**src/rtl/wfl_pkg.sv**
```systemverilog
package wfl_pkg;
    localparam int DW        = 8;
    localparam int RA_W      = 7;
    localparam int DEPTH     = 42;
    localparam int AW        = $clog2(DEPTH);
    localparam logic [RA_W-1:0] WAVE_REG = 7'h13;

    typedef enum logic [1:0] {
        ST_CMD  = 2'd0,
        ST_LOC  = 2'd1,
        ST_COEF = 2'd2
    } dec_state_t;
endpackage

```
**src/rtl/wfl_cmd_fsm.sv**
```systemverilog
module wfl_cmd_fsm
    import wfl_pkg::*;
#(
    parameter int P_DEPTH = DEPTH,
    parameter int P_AW    = AW
) (
    input  logic             clk,
    input  logic             rst_n,
    input  logic             cs,
    input  logic             byte_valid,
    input  logic [DW-1:0]    byte_data,
    output dec_state_t       state_o,
    output logic             ram_we,
    output logic [P_AW-1:0]  ram_waddr,
    output logic [DW-1:0]    ram_wdata,
    output logic             req_valid,
    output logic             req_write,
    output logic [RA_W-1:0]  req_addr
);
    localparam logic [DW-1:0] LOC_LAST = DW'(P_DEPTH - 1);

    dec_state_t      state_q, state_d;
    logic [DW-1:0]   loc_q;
    logic            take;
    logic            cmd_opens;

    assign take      = cs && byte_valid;
    assign cmd_opens = byte_data[DW-1] && (byte_data[RA_W-1:0] == WAVE_REG);

    // next-state logic
    always_comb begin
        state_d = state_q;
        if (!cs) begin
            state_d = ST_CMD;
        end else if (byte_valid) begin
            unique case (state_q)
                ST_CMD:  state_d = cmd_opens ? ST_LOC : ST_CMD;
                ST_LOC:  state_d = ST_COEF;
                ST_COEF: state_d = ST_CMD;
                default: state_d = ST_CMD;
            endcase
        end
    end

    // state register and held location
    always_ff @(posedge clk or negedge rst_n) begin
        if (!rst_n) begin
            state_q <= ST_CMD;
            loc_q   <= '0;
        end else begin
            state_q <= state_d;
            if (take && state_q == ST_LOC) begin
                loc_q <= byte_data;
            end
        end
    end

    // outputs
    always_comb begin
        ram_we    = 1'b0;
        ram_waddr = loc_q[P_AW-1:0];
        ram_wdata = byte_data;
        unique case (state_q)
            ST_COEF: ram_we = take && (loc_q <= LOC_LAST);
            default: ram_we = 1'b0;
        endcase
    end

    always_ff @(posedge clk or negedge rst_n) begin
        if (!rst_n) begin
            req_valid <= 1'b0;
            req_write <= 1'b0;
            req_addr  <= '0;
        end else begin
            req_valid <= take && (state_q == ST_CMD) && !cmd_opens;
            if (take && state_q == ST_CMD) begin
                req_write <= byte_data[DW-1];
                req_addr  <= byte_data[RA_W-1:0];
            end
        end
    end

    assign state_o = state_q;
endmodule

```
**src/rtl/wfl_coef_ram.sv**
```systemverilog
module wfl_coef_ram
    import wfl_pkg::*;
#(
    parameter int P_DEPTH = DEPTH,
    parameter int P_AW    = AW
) (
    input  logic             clk,
    input  logic             rst_n,
    input  logic             we,
    input  logic [P_AW-1:0]  waddr,
    input  logic [DW-1:0]    wdata,
    input  logic [P_AW-1:0]  raddr,
    output logic [DW-1:0]    rdata
);
    logic [DW-1:0]      mem [P_DEPTH];
    logic [P_DEPTH-1:0] hit;
    logic [DW-1:0]      rd_next;

    for (genvar g = 0; g < P_DEPTH; g++) begin : g_dec
        assign hit[g] = we && (waddr == P_AW'(g));
    end

    always_ff @(posedge clk or negedge rst_n) begin
        if (!rst_n) begin
            for (int i = 0; i < P_DEPTH; i++) mem[i] <= '0;
        end else begin
            for (int i = 0; i < P_DEPTH; i++) begin
                if (hit[i]) mem[i] <= wdata;
            end
        end
    end

    always_comb begin
        rd_next = '0;
        for (int i = 0; i < P_DEPTH; i++) begin
            if (raddr == P_AW'(i)) rd_next = mem[i];
        end
    end

    always_ff @(posedge clk or negedge rst_n) begin
        if (!rst_n) rdata <= '0;
        else        rdata <= rd_next;
    end
endmodule

```
**src/rtl/wfl_sel_reg.sv**
```systemverilog
module wfl_sel_reg (
    input  logic clk,
    input  logic rst_n,
    input  logic en_in,
    output logic sel_out
);
    always_ff @(posedge clk or negedge rst_n) begin
        if (!rst_n) sel_out <= 1'b0;
        else        sel_out <= en_in;
    end
endmodule

```
**src/rtl/wfram_loader.sv**
```systemverilog
module wfram_loader
    import wfl_pkg::*;
(
    input  logic            clk,
    input  logic            rst_n,
    input  logic            cs,
    input  logic            byte_valid,
    input  logic [7:0]      byte_data,
    input  logic            ram_pulse_en,
    input  logic [5:0]      rd_addr,
    output logic [7:0]      rd_data,
    output logic            shape_sel,
    output logic            req_valid,
    output logic            req_write,
    output logic [6:0]      req_addr
);
    dec_state_t           fsm_state;
    logic                 ram_we;
    logic [AW-1:0]        ram_waddr;
    logic [DW-1:0]        ram_wdata;

    wfl_cmd_fsm #(.P_DEPTH(DEPTH), .P_AW(AW)) u_fsm (
        .clk        (clk),
        .rst_n      (rst_n),
        .cs         (cs),
        .byte_valid (byte_valid),
        .byte_data  (byte_data),
        .state_o    (fsm_state),
        .ram_we     (ram_we),
        .ram_waddr  (ram_waddr),
        .ram_wdata  (ram_wdata),
        .req_valid  (req_valid),
        .req_write  (req_write),
        .req_addr   (req_addr)
    );

    wfl_coef_ram #(.P_DEPTH(DEPTH), .P_AW(AW)) u_ram (
        .clk   (clk),
        .rst_n (rst_n),
        .we    (ram_we),
        .waddr (ram_waddr),
        .wdata (ram_wdata),
        .raddr (rd_addr),
        .rdata (rd_data)
    );

    wfl_sel_reg u_sel (
        .clk     (clk),
        .rst_n   (rst_n),
        .en_in   (ram_pulse_en),
        .sel_out (shape_sel)
    );
endmodule

```
**config.mk**
```make
export PLATFORM = sky130hd
export DESIGN_NAME = wfram_loader
export DESIGN_NICKNAME = d
export VERILOG_FILES = /design/src/rtl/wfl_pkg.sv /design/src/rtl/wfl_cmd_fsm.sv /design/src/rtl/wfl_coef_ram.sv /design/src/rtl/wfl_sel_reg.sv /design/src/rtl/wfram_loader.sv
export SDC_FILE = /design/constraint.sdc
export NUM_CORES = 1
export LEC_CHECK = 0
export BUFFER_PORTS_ARGS = -buffer_cell sky130_fd_sc_hd__buf_2
export CELL_PAD_IN_SITES_DETAIL_PLACEMENT = 0
export CELL_PAD_IN_SITES_GLOBAL_PLACEMENT = 1
export CORE_AREA = 2 2 203 205
export CTS_BUF_LIST = sky130_fd_sc_hd__clkbuf_16
export DETAILED_ROUTE_END_ITERATION = 8
export DIE_AREA = 0 0 205 207
export GPL_ROUTABILITY_DRIVEN = 0
export PLACE_DENSITY_LB_ADDON = 0.3
export SYNTH_ARGS = -nofsm -noshare
export SYNTH_HDL_FRONTEND = slang
export SYNTH_SLANG_ARGS = --single-unit
```
**constraint.sdc**
```tcl
create_clock -name clk -period 4.9 [get_ports clk]
set_input_delay 1.225 -clock clk [delete_from_list [all_inputs] [get_ports clk]]
set_output_delay 1.225 -clock clk [all_outputs]
set_load 0.01 [all_outputs]
```
* Word level (Yosys, flattened, before mapping)
Index checks and enable logic that the tools add are counted.
Word-level totals: bits in registers 364, bits in latches 0, memory bits (writable) 0, memory bits (read-only) 0, input port bits 19, word-level logic and storage cells 235, memories kept 0
Operators by class: add/sub/neg operators 0, multiply operators 0, divide/modulo/power cells 0, magnitude comparators 1, equality and inequality tests 86, shift-type cells 0, multiplexer cells 47, bitwise operators 0, reduce and logical (&&, ||, !) cells 52
Operators by type and width (count):
- $mux 8 | 42
- $eq 6x5->1 const B | 32
- $eq 6x6->1 const B | 20
- $eq 6x4->1 const B | 16
- $eq 6x3->1 const B | 8
- $logic_and 1x1->1 | 48
- $eq 6x2->1 const B | 4
- $eq 6x1->1 const B | 2
- $logic_not 6->1 | 2
- $le 8x6->1 const B | 1
- $eq 7x5->1 const B | 1
- $mux 2 | 2
- $pmux 2 s2 | 1
- $eq 2x1->1 const B | 1
- $eq 2x2->1 const B | 1
- $logic_not 2->1 | 1
- $mux 1 | 2
- $ne 2x1->1 const B | 1
- $logic_not 1->1 | 1

* Logic depth before layout (Yosys ltp)
depth in word-level cells 43, mapped depth 10, depth with buffers taken out 7

* Cells and area by module
Synthesis repeated with hierarchy kept, for this count alone.
Second synthesis, totals: cells, all modules 1545, area total of the unflattened synthesis 18308.8 µm²
Modules (own cells, without submodules):
- wfl_coef_ram | instances 1, cells each 1480, area each 17395.4 µm², seq. area each 8608.3 µm²
- wfl_cmd_fsm | instances 1, cells each 64, area each 888.4 µm², seq. area each 475.5 µm²
- wfl_sel_reg | instances 1, cells each 1, area each 25.0 µm², seq. area each 25.0 µm²

* Worst setup path before layout
OpenSTA, ideal clock, no wires.
path type input -> register, start point in rd_addr[4], end point reg u_ram.rdata[5], setup time 0.130 ns, data arrival time 2.916 ns, data required time 4.770 ns, path slack 1.854 ns, stages on the path 10, path buffers 3, path through buf_4 > or4b_1 > buf_2 > buf_6 > o21ai_1 > a31oi_1 > a221oi_1 > a21oi_1 > a311oi_1 > o21ai_1
On the way: longest elaborated chain between the ends 43
Ends and longest elaborated chain:
- start, declared | RTL line wfram_loader.sv:10 | input logic [5:0] rd_addr,
- $logic_not 6->1 | RTL line wfl_coef_ram.sv:36 | if (raddr == P_AW'(i)) rd_next = mem[i];
- $mux 8 (41 in series) | RTL line wfl_coef_ram.sv:36
- $mux 8 * | RTL line wfl_coef_ram.sv:36
- net u_ram.rd_next[5] | RTL line wfl_coef_ram.sv:17 | logic [DW-1:0] rd_next;
- end signal, assigned | RTL line wfl_coef_ram.sv:42 | else rdata <= rd_next;
- end, declared | RTL line wfl_coef_ram.sv:13 | output logic [DW-1:0] rdata
The timed path passes the listed nets; every way through them passes the cells marked *. A chain may end at the register's enable or synchronous reset.

* Worst setup path in the final report
start point in rd_addr[2], end point reg u_ram.rdata[3]
Same word-level chain as after synthesis.

==> key figures <==
Synthesis
  • Sequential fraction of the synthesis area: between 50% and 60%
  • YS warnings: 0
  • Most used flip-flop cell after synthesis: dfrtp_1
  • Number of register bits inferred by synthesis: roughly 360
  • Post-synthesis area per instance: ~12 µm²
  • Number of flops mapped to enable cells by yosys: 0
  • Synthesized net count: between 1,500 and 2,000
  • Netlist cell types: between 70 and 80
  • Share of flip-flops with an asynchronous set or reset: 100%
  • Cell count after synthesis: roughly 1,500
  • Post-synthesis instance area: approximately 18,000 µm²

Global routing
  • Largest net degree at the start of global routing: 99
  • Total congestion overflow after global routing: 0
  • Wire length of the first global-routing pass: roughly 86 mm
  • Number of antenna violations at the first check in global routing: 3
  • Global-route usage over all layers: ~27%
  • Via count of the first global-routing pass: 13,200

Timing
  • Setup_tns: 0 ns
  • Hold violation total from the final report: 0
  • Post-Route Hold Slack: ~0.50 ns
  • Setup violation total in the final timing report: 0
  • RSZ-0062 raised after global routing: no
  • Relative slew margins: between 20% and 30%
  • Final worst clock skew: ~0.023 ns
  • Worst slew pin tran: 1.18 ns
  • Max frequency: between 200 and 300 MHz
  • Final count of pins violating max slew: 0
  • Portion of the clock cycle consumed by the worst path in the final layout: 79.3%
  • Post-layout min period: around 3.9 ns

Die
  • Die width: 205 µm
  • Floorplan die height: 207 µm
  • Placeable core region: roughly 40,000 µm²
  • Site Rows: 74
  • Starting density of the core: between 40 and 50%
  • Area of the die: 42,400 µm²
  • I/O pin count: 37

Finish
  • Post-layout nets: approximately 1,500
  • Final Instance Area: between 15,000 and 20,000 µm²
  • Layout overhead on the synthesized area: 10.8%
  • Fill cell instance count of the final layout: ~3,700
  • Number of antenna cells inserted: 0
  • Share of final-layout standard cells stronger than drive strength 1: approximately a third
  • Final design utilization: between 40% and 50%

Critical path
  • Worst endpoint required time: ~5.3 ns
  • Startpoint-to-endpoint class of the critical path: input pin to register
  • CP Cell Sequence: buf_2 -> or4b_1 -> or4_1 -> o31ai_1 -> o221ai_1 -> a211oi_1 -> o21a_1 -> o21ai_1
  • Delay of the slowest cell on the worst path: approximately 0.8 ns
  • Sort of element at the start of the critical path: input pin
  • Sum of buffers and inverters on the critical path: 1
  • Nature of the critical path endpoint: register
  • Arr. time, crit path: approximately 4.3 ns
  • Worst-path maximum fanout: 25
  • Family with the most delay on the worst path: compound AO/OA/AOI/OAI gates
  • Slowest cell on the critical path: a211oi_1

CTS
  • Post-CTS Setup Repair Bufs: 0
  • Clock Sinks: ~360
  • CTS tree: built
  • Root buffer cell: clkbuf_16
  • CTS HTree Levels: 2
  • Clock Latency Late Sink: 0.58 ns
  • Clock buffers created by TritonCTS: 41
  • Clock transition time at the flip-flop clock pins of the worst setup and hold paths: ~0.060 ns
  • Cts hold-fix bufs: 0
  • # resized after CTS: 0
  • Clock Path Buffers: 3

Power and ir drop
  • Worst IR Drop VDD: ~260 µV
  • Areal power density over the cells: ~320 nW/µm²
  • Leakage power figure: between 9 and 10 nW

Route
  • Average routed wire per standard cell: approximately 28 µm
  • Initial detailed-routing violation count: between 1,000 and 1,500
  • Number of iterations in the first detailed-routing pass: 6
  • Vias: about 13,000
  • Post-DR vias/cell: between 6 and 7
  • Number of remaining DRC errors: 0
  • Post-detailed-route count of antenna-violating nets: 0
  • Final wirelength: roughly 56 mm

Place
  • IO Port Bufs: 36
  • Final HPWL DP: between 30 and 40 mm
  • Standard cell area after detailed placement: around 19,000 µm²

Flow run
  • Number of violations of the max-capacitance limit: 0

Run status
  • Outcome: complete, no violations

Worst hold path
  • Worst hold path type: register to register
## layout by cell type (no fill, tap or decap), types with 5 or more instances in the layout
cell type	synthesis	routed
dfrtp_1	364	364
mux2i_1	24	24
buf_12	0	5
o21ai_0	62	62
or4b_1	5	5
a21o_1	6	6
o21ai_1	5	5
mux2_2	360	360
nand3_1	24	24
a2bb2oi_1	6	6
mux2_1	8	8
nand2b_1	11	11
mux2_4	8	8
clkinv_1	1	10
o21a_1	6	6
buf_2	39	33
a211oi_1	12	12
o221ai_1	12	12
a21oi_1	73	73
clkbuf_16	0	43
buf_4	5	38
a22o_1	5	5
a221oi_1	6	6
nor2_1	62	62
a221o_1	7	7
inv_1	2	13
o31ai_1	7	7
or3_1	5	5
nand2_1	87	87
o211ai_1	7	7
o22ai_1	26	26
and3_1	6	6
nand4_1	7	7
a31oi_1	17	17
a22oi_1	19	19
mux4_2	8	8
nor3_1	19	19
nor2b_1	14	14
## layer usage
| layer | up-vias | track usage [%] | part of all wire, % |
|---|---|---|---|
| met5 | - | 0 | 0 |
| met4 | 0 | 8.46 | 2.6 |
| met3 | 98 | 4.09 | 6.5 |
| met2 | 507 | 41.8 | 46 |
| met1 | 6852 | 39.0 | 44 |
| li1 | 5567 | - | - |
## logic make-up after synthesis
family / count (synthesis) / synth area share (%)
mux: 408 / 26.1
flops: 364 / 50.8
compound gates: 315 / 11.6
buf+inv: 138 / 3.30
simple gates: 283 / 8.28
## registers in the layout (all words and copies together) (netlist names)
| signal | flops |
|---|---|
| u_fsm.state_o | 2 |
| u_fsm.req_addr | 7 |
| u_ram.rdata | 8 |
| u_fsm.req_write | 1 |
| u_fsm.req_valid | 1 |
| u_ram.mem | 336 |
| u_sel.sel_out | 1 |
| u_fsm.loc_q | 8 |
## synth_stat cells (all sizes together), types with 14 or more instances
cell	number	area [µm²]
a21oi	73	365
a22oi	19	143
a31oi	17	106
buf	49	259
clkbuf	86	323
dfrtp	364	9110
mux2	376	4260
mux2i	24	240
nand2	87	327
nand3	24	120
nor2	66	258
nor2b	14	87.6
nor3	22	125
o21ai	67	335
o22ai	26	163
## final cells by class
cell class	count	area [µm²]	area share, %
Tap cell	532	666	3.35
Clock buffer	43	1080	5.41
Sequential cell	364	9110	45.8
Inverter	3	11.3	0.0566
Timing Repair Buffer	78	577	2.90
Clock inverter	27	166	0.837
Multi-Input combinational cell	1006	8270	41.6
## report_power, final
group          switching [W]  leakage (nW)  total, W  internal (W)
sequential         0.0000132          5.06   0.00304       0.00303
clock                0.00125         0.651   0.00292       0.00168
combinational       0.000336          3.78  0.000456      0.000120
## path summary, 6_finish.rpt
path                                       startpoint                         end  slack, ns  depth (start not counted)
hold reg to reg             u_ram.mem[67]$_DFFE_PN0P_   u_ram.mem[67]$_DFFE_PN0P_       0.50                          1
hold / removal              u_ram.mem[67]$_DFFE_PN0P_   u_ram.mem[67]$_DFFE_PN0P_       0.50                          1
min in group asynchronous                       rst_n  u_ram.mem[261]$_DFFE_PN0P_       0.64                          1
max in group asynchronous                       rst_n   u_ram.mem[36]$_DFFE_PN0P_       3.14                          2
setup reg to reg           u_ram.mem[187]$_DFFE_PN0P_    u_ram.rdata[3]$_DFF_PN0_       2.28                          6
setup / recovery                           rd_addr[2]    u_ram.rdata[3]$_DFF_PN0_       1.02                          8
## metrics by stage
stage	instances	setup slack [ns]	power [W]
after CTS	2053	1.09	0.00646
after floorplan	1508	1.85	0.00331
after global routing	2053	0.894	0.00662
final	2053	1.02	0.00642
after global placement	1983	0.460	0.00355
after detailed placement	1983	0.497	0.00355
Power figures use the tool's default switching activity.
